==> config.mk <==
export PLATFORM = sky130hd
export DESIGN_NAME = flop_drive_port
export DESIGN_NICKNAME = d
export VERILOG_FILES = /design/src/rtl/flop_drive_pkg.sv /design/src/rtl/flop_port_decode.sv /design/src/rtl/flop_ctrl_reg.sv /design/src/rtl/flop_out_bank.sv /design/src/rtl/flop_drive_port.sv
export SDC_FILE = /design/constraint.sdc
export NUM_CORES = 1
export LEC_CHECK = 0
export BUFFER_PORTS_ARGS = -buffer_cell sky130_fd_sc_hd__buf_2
export CORE_UTILIZATION = 45
export DETAILED_ROUTE_END_ITERATION = 10
export PLACE_DENSITY = 0.86
export SLEW_MARGIN = 25
export SYNTH_ARGS = -nofsm -noshare
export SYNTH_HDL_FRONTEND = slang
export SYNTH_SLANG_ARGS = --single-unit
==> constraint.sdc <==
create_clock -name clk -period 4.2 [get_ports clk]
set_input_delay 0.63 -clock clk [delete_from_list [all_inputs] [get_ports clk]]
set_output_delay 0.63 -clock clk [all_outputs]
set_load 0.05 [all_outputs]
==> src/rtl/flop_drive_pkg.sv <==
package flop_drive_pkg;
   localparam int unsigned PORT_COUNT = 7;

   typedef enum logic [2:0] {
      OFS_DATA   = 3'd0,
      OFS_STAT   = 3'd1,
      OFS_SER    = 3'd2,
      OFS_CTRL   = 3'd3,
      OFS_WAIT   = 3'd4,
      OFS_TRIG   = 3'd5,
      OFS_CLR    = 3'd6
   } port_ofs_e;

   typedef struct packed {
      logic data;
      logic stat;
      logic ser;
      logic ctrl;
      logic wt;
      logic trig;
      logic clr;
   } port_hit_t;
endpackage

==> src/rtl/flop_port_decode.sv <==
module flop_port_decode
   import flop_drive_pkg::*;
#(
   parameter int unsigned ADDR_W    = 8,
   parameter logic [7:0]  BASE_ADDR = 8'hF0
) (
   input  logic [ADDR_W-1:0] addr,
   output port_hit_t         hit
);
   localparam logic [ADDR_W-1:0] BASE = ADDR_W'(BASE_ADDR);

   if (ADDR_W < 3) begin : g_bad_width
      $error("flop_port_decode: ADDR_W must be at least 3");
   end

   logic [ADDR_W-1:0] ofs;
   logic              in_win;

   always_comb begin
      ofs    = addr - BASE;
      in_win = (addr >= BASE) && (ofs < ADDR_W'(PORT_COUNT));
      hit.data = in_win && (ofs[2:0] == OFS_DATA);
      hit.stat = in_win && (ofs[2:0] == OFS_STAT);
      hit.ser  = in_win && (ofs[2:0] == OFS_SER);
      hit.ctrl = in_win && (ofs[2:0] == OFS_CTRL);
      hit.wt   = in_win && (ofs[2:0] == OFS_WAIT);
      hit.trig = in_win && (ofs[2:0] == OFS_TRIG);
      hit.clr  = in_win && (ofs[2:0] == OFS_CLR);
   end

   always_comb begin
      AST_HIT_ONEHOT: assert ($onehot0(hit));
   end
endmodule

==> src/rtl/flop_ctrl_reg.sv <==
module flop_ctrl_reg #(
   parameter int unsigned CTRL_W = 5,
   parameter int unsigned SEL_W  = 3,
   parameter int unsigned SEL_LSB = 5
) (
   input  logic              clk,
   input  logic              rst,
   input  logic              load,
   input  logic [7:0]        wdata,
   output logic [CTRL_W-1:0] ctrl,
   output logic [SEL_W-1:0]  sel
);
   if (CTRL_W > SEL_LSB || SEL_LSB + SEL_W > 8) begin : g_bad_fields
      $error("flop_ctrl_reg: control and select fields overlap or overflow the byte");
   end

   always_ff @(posedge clk) begin
      if (rst) begin
         ctrl <= '0;
         sel  <= '0;
      end else if (load) begin
         ctrl <= wdata[CTRL_W-1:0];
         sel  <= wdata[SEL_LSB +: SEL_W];
      end
   end

   AST_CTRL_HOLD: assert property (@(posedge clk) disable iff (rst)
      !load |=> ($stable(ctrl) && $stable(sel)));
   AST_CTRL_LOAD: assert property (@(posedge clk) disable iff (rst)
      load |=> (ctrl == $past(wdata[CTRL_W-1:0])));
   AST_CTRL_RESET: assert property (@(posedge clk)
      rst |=> (ctrl == '0 && sel == '0));
endmodule

==> src/rtl/flop_out_bank.sv <==
module flop_out_bank #(
   parameter int unsigned NUM_OUT = 8,
   localparam int unsigned SEL_W  = $clog2(NUM_OUT)
) (
   input  logic               clk,
   input  logic               rst,
   input  logic [SEL_W-1:0]   sel,
   input  logic               set_stb,
   input  logic               clr_stb,
   output logic [NUM_OUT-1:0] q,
   output logic               sel_q
);
   if (NUM_OUT < 2 || NUM_OUT != (1 << SEL_W)) begin : g_bad_count
      $error("flop_out_bank: NUM_OUT must be a power of two of at least 2");
   end

   for (genvar i = 0; i < NUM_OUT; i++) begin : g_bit
      logic hit;
      assign hit = (sel == SEL_W'(i));
      always_ff @(posedge clk) begin
         if (rst)
            q[i] <= 1'b0;
         else if (hit && set_stb)
            q[i] <= 1'b1;
         else if (hit && clr_stb)
            q[i] <= 1'b0;
      end
   end

   assign sel_q = q[sel];

   AST_BANK_ONE_BIT: assert property (@(posedge clk) disable iff (rst)
      1'b1 |=> ($countones(q ^ $past(q)) <= 1));
   AST_BANK_SET: assert property (@(posedge clk) disable iff (rst)
      set_stb |=> q[$past(sel)]);
   AST_BANK_CLR: assert property (@(posedge clk) disable iff (rst)
      (clr_stb && !set_stb) |=> !q[$past(sel)]);
   AST_BANK_IDLE: assert property (@(posedge clk) disable iff (rst)
      (!set_stb && !clr_stb) |=> $stable(q));
endmodule

==> src/rtl/flop_drive_port.sv <==
module flop_drive_port
   import flop_drive_pkg::*;
#(
   parameter int unsigned ADDR_W    = 8,
   parameter logic [7:0]  BASE_ADDR = 8'hF0,
   parameter int unsigned NUM_OUT   = 8,
   localparam int unsigned SEL_W    = $clog2(NUM_OUT)
) (
   input  logic               clk,
   input  logic               rst,
   input  logic [ADDR_W-1:0]  bus_addr,
   input  logic               bus_rd,
   input  logic               bus_wr,
   input  logic [7:0]         bus_wdata,
   output logic [7:0]         bus_rdata,
   output logic               bus_wait,
   input  logic               trk0_n,
   input  logic               unsafe_n,
   input  logic               ready_n,
   input  logic               sector_n,
   input  logic               index_n,
   output logic               wr_cur_sel,
   output logic               unsafe_rst,
   output logic               step_dir,
   output logic               wr_gate,
   output logic               step,
   output logic [SEL_W-1:0]   out_sel,
   output logic [NUM_OUT-1:0] bank_out,
   input  logic [7:0]         ser_rx_data,
   input  logic               ser_rx_avail,
   input  logic               ser_tx_empty,
   input  logic [7:0]         ser_status,
   output logic [7:0]         ser_tx_data,
   output logic               ser_tx_wr,
   output logic               ser_rx_rd,
   output logic               ser_fill_wr,
   output logic               ser_sync_wr,
   output logic               ser_rx_rst
);
   localparam int unsigned CTRL_W  = 5;
   localparam int unsigned SEL_LSB = 5;

   if (SEL_W > 3) begin : g_bad_sel
      $error("flop_drive_port: select field must fit in data bits 7:5");
   end

   port_hit_t         hit;
   logic [CTRL_W-1:0] ctrl;
   logic              sel_state;

   flop_port_decode #(.ADDR_W(ADDR_W), .BASE_ADDR(BASE_ADDR)) u_dec (
      .addr (bus_addr),
      .hit  (hit)
   );

   flop_ctrl_reg #(.CTRL_W(CTRL_W), .SEL_W(SEL_W), .SEL_LSB(SEL_LSB)) u_ctrl (
      .clk   (clk),
      .rst   (rst),
      .load  (bus_wr && hit.ctrl),
      .wdata (bus_wdata),
      .ctrl  (ctrl),
      .sel   (out_sel)
   );

   flop_out_bank #(.NUM_OUT(NUM_OUT)) u_bank (
      .clk     (clk),
      .rst     (rst),
      .sel     (out_sel),
      .set_stb (bus_wr && hit.trig),
      .clr_stb (bus_wr && hit.clr),
      .q       (bank_out),
      .sel_q   (sel_state)
   );

   assign {step, wr_gate, step_dir, unsafe_rst, wr_cur_sel} = ctrl;

   assign ser_tx_data = bus_wdata;
   assign ser_tx_wr   = bus_wr && hit.data;
   assign ser_fill_wr = bus_wr && hit.stat;
   assign ser_sync_wr = bus_wr && hit.ser;
   assign ser_rx_rd   = bus_rd && hit.data;
   assign ser_rx_rst  = bus_rd && hit.ctrl;

   assign bus_wait = hit.wt && ((bus_rd && !ser_rx_avail) || (bus_wr && !ser_tx_empty));

   always_comb begin
      bus_rdata = 8'h00;
      if (bus_rd) begin
         if (hit.data)
            bus_rdata = ser_rx_data;
         else if (hit.stat)
            bus_rdata = {2'b00, sel_state, index_n, sector_n, ready_n, unsafe_n, trk0_n};
         else if (hit.ser)
            bus_rdata = ser_status;
      end
   end

   AST_WAIT_RX_RELEASE: assert property (@(posedge clk) disable iff (rst)
      (bus_rd && ser_rx_avail) |-> !bus_wait);
   AST_WAIT_TX_RELEASE: assert property (@(posedge clk) disable iff (rst)
      (bus_wr && ser_tx_empty) |-> !bus_wait);
   AST_RXRST_NO_STATE: assert property (@(posedge clk) disable iff (rst)
      ser_rx_rst |=> ($stable(bank_out) && $stable(out_sel)));
endmodule

==> results by group <==
Logic synthesis
  • Mapped Cells: 141
  • Top-count cell post-synth: nor2_1
  • Post-synth top cells: nor2_1 (17), dfxtp_1 (16), nor2b_1 (14)
  • Distinct cells, synth: 38
  • Synth top area share: 26.10%
  • EDFF count, synth: 0
  • Syn nets: 184
  • Number of synthesized register bits: 16
  • Synth warn: 0
  • Most used flip-flop cell after synthesis: dfxtp_1
  • Leading post-synthesis cells by cell area: dfxtp_1 (26%), mux2i_1 (9.0%), nor2b_1 (7.1%)
  • Mapped Area: 1227 um^2
  • Leading area contributor after synthesis: dfxtp_1
  • Sequential fraction of the synthesis area: 26.10%
  • Mean post-synth cell area: 8.705 um^2
  • Async set-reset flop share out of synthesis: 0%

Global route
  • First-pass GRT wire length: 4.478 mm
  • Vias in the first global route: 1092
  • Initial antenna violation count: 0
  • GRT Resource Usage Total: 21.09%
  • Largest net degree at the start of global routing: 18
  • Grt total ovfl: 0

Setup path
  • R2R Setup Slk: 2.77 ns
  • WP data required: 3.57 ns
  • Worst EP arrival: 2.06 ns
  • Worst reg2reg startpoint: u_ctrl.sel[2]
  • R2R depth: 4
  • CP Launch Point: u_ctrl.sel[1]
  • Setup CP Type: reg -> out
  • Crit path launch type: flip-flop
  • Reg-to-reg critical path endpoint: u_bank.q[6]
  • CP Max Fanout: 14
  • Critical Path Sink: bus_rdata[5]
  • Setup crit end kind: primary output

Routing
  • WL per Instance: 12.60 um
  • Vias per cell: 5.419
  • DRT antenna net count: 0
  • WL final: 2.973 mm
  • DR pass1 iterations: 4
  • Drt first-iter violations: 21
  • DR vias: 1279
  • # DRC: 0

Die
  • I/O pins: 81
  • Vert. Die Dim: 54.23 um
  • CORE AREA: 2522 um^2
  • Initial Util: 48.66%
  • Die Area: 2940 um^2
  • Die Wd: 54.23 um
  • Placement Rows: 18

Timing
  • Final Critical Period: 2.687 ns
  • Clock skew: 0.0008867 ns
  • Setup ws final: 1.513 ns
  • Hold Vio Cnt, Final: 0
  • Endpoints failing setup: 0
  • RSZ-0062 raised after global routing: false
  • Relative slew slack: 67.87%
  • Fmax: 0.3722 GHz
  • Period Utilization, post-route: 63.97%
  • Setup TNS: 0 ns
  • Final Max Tran Viols: 0
  • Slew at the pin closest to its max-slew limit: 0.4698 ns
  • Min Hold Slack: 0.4952 ns

CTS
  • Resize count post-CTS: 0
  • Clk pin slew, worst setup/hold paths: 0.08 ns
  • Clock Root Buffer: clkbuf_4
  • Clock sink count: 16
  • Skew-Pair Late Insertion Delay: 0.28 ns
  • CTS tree: yes
  • Post-CTS Hold Buffers: 0
  • CTS buffer count: 3
  • H-tree depth: 1
  • Worst-case clock buffer depth: 2
  • Setup Fix Bufs, Post-CTS: 0

Placed design
  • DP Worst Slack: 1.571 ns
  • Routability cong.: 0.8084
  • PortBufs: 80
  • Post-DP HPWL: 2.371 mm
  • Post-DP Area: 1539 um^2

Power and ir drop
  • VDD IR-drop max: 139.4 uV
  • Pleak: 0.0007477 uW
  • Pwr dens: 188.1 nW/um^2

Layout
  • # fillers: 244
  • Final design utilization: 61.90%
  • Nets: 251
  • Final non-filler cell area: 1562 um^2
  • Area delta synth->final: 27.22%
  • Layout cells sized above 1: 46.60%
  • # diodes: 0

Flow run
  • MaxCap Viol Count: 0

Hold path
  • Worst min path class: reg -> reg

Outcome
  • Status: completed
routing by layer:
metal  vias to the layer above  GRT usage [%]  routed length, um  part of all wire (%)
met5                         -              0                  0                     0
met1                       564          24.96               1234                    42
met3                         6          3.889                262                   8.8
li1                        636              -                  -                     -
met2                        73          34.96               1415                    48
met4                         0          12.82                 60                   2.0
cells in the final DEF (no fill, tap or decap), types with 2 or more instances in the layout:
cell type / count
nand2_1: 3
nor2_1: 17
nor3_1: 5
o21ai_0: 5
o31ai_1: 9
or2_2: 2
buf_2: 80
inv_1: 3
a2111oi_2: 5
nand4b_1: 3
mux2i_1: 11
nand2b_1: 8
dfxtp_1: 16
nor2b_1: 14
clkbuf_4: 3
nand4_1: 2
cell type report:
| cell class | count | area, um^2 | share of cell area, % |
|---|---|---|---|
| sequential | 16 | 320.3 | 20.51 |
| timing repair buffer | 80 | 400.4 | 25.64 |
| multi-input combinational | 104 | 769.5 | 49.28 |
| tap | 30 | 37.54 | 2.404 |
| clock buffer | 3 | 22.52 | 1.442 |
| inverter | 3 | 11.26 | 0.7212 |
registers in the layout, summed over array words and instances (netlist names):
name / cells
u_bank.q: 8
u_ctrl.ctrl: 5
u_ctrl.sel: 3
how the worst min path moves through the flow:
stage	to	from	slack, ns	depth (start not counted)
2_1_floorplan	u_bank.q[6]	u_bank.q[6]	0.71	2
3_3_place_gp	u_ctrl.ctrl[3]	u_ctrl.ctrl[3]	0.47	2
3_5_place_dp	u_ctrl.ctrl[4]	u_ctrl.ctrl[4]	0.48	2
4_1_cts	u_bank.q[6]	u_bank.q[6]	0.50	2
5_1_grt	u_ctrl.ctrl[4]	u_ctrl.ctrl[4]	0.53	2
6_report	u_ctrl.ctrl[2]	u_ctrl.ctrl[2]	0.50	2
cells by family (layout without fill, tap and decap cells):
logic type / Yosys count / after routing / share of synthesized area [%]
compound gates: 25 / 25 / 17.43
mux: 12 / 12 / 10.81
buf+inv: 21 / 86 / 11.21
flops: 16 / 16 / 26.10
simple gates: 67 / 67 / 34.45
where the power goes:
part / leakage [uW] / switching (uW) / internal [uW] / total [uW]
logic: 0.000605 / 40.4 / 25.0 / 65.4
clock network: 0.0000138 / 43.4 / 33.2 / 76.6
registers: 0.000129 / 0.152 / 152 / 152
total: 0.000748 / 83.9 / 210 / 294
worst max-delay path: stages (launching register included):
cell and delay [ns]:
dfxtp_1 0.62, mux4_2 0.56, nand2b_1 0.17, a41o_1 0.22, buf_2 0.21
through the flow:
step / instances / total power [uW]
2_1_floorplan: 141 / 198.0
3_3_place_gp: 233 / 219.7
3_5_place_dp: 233 / 221.1
4_1_cts: 236 / 298.5
5_1_grt: 236 / 314.0
6_report: 236 / 293.8
(Power assumes the default switching activity.)
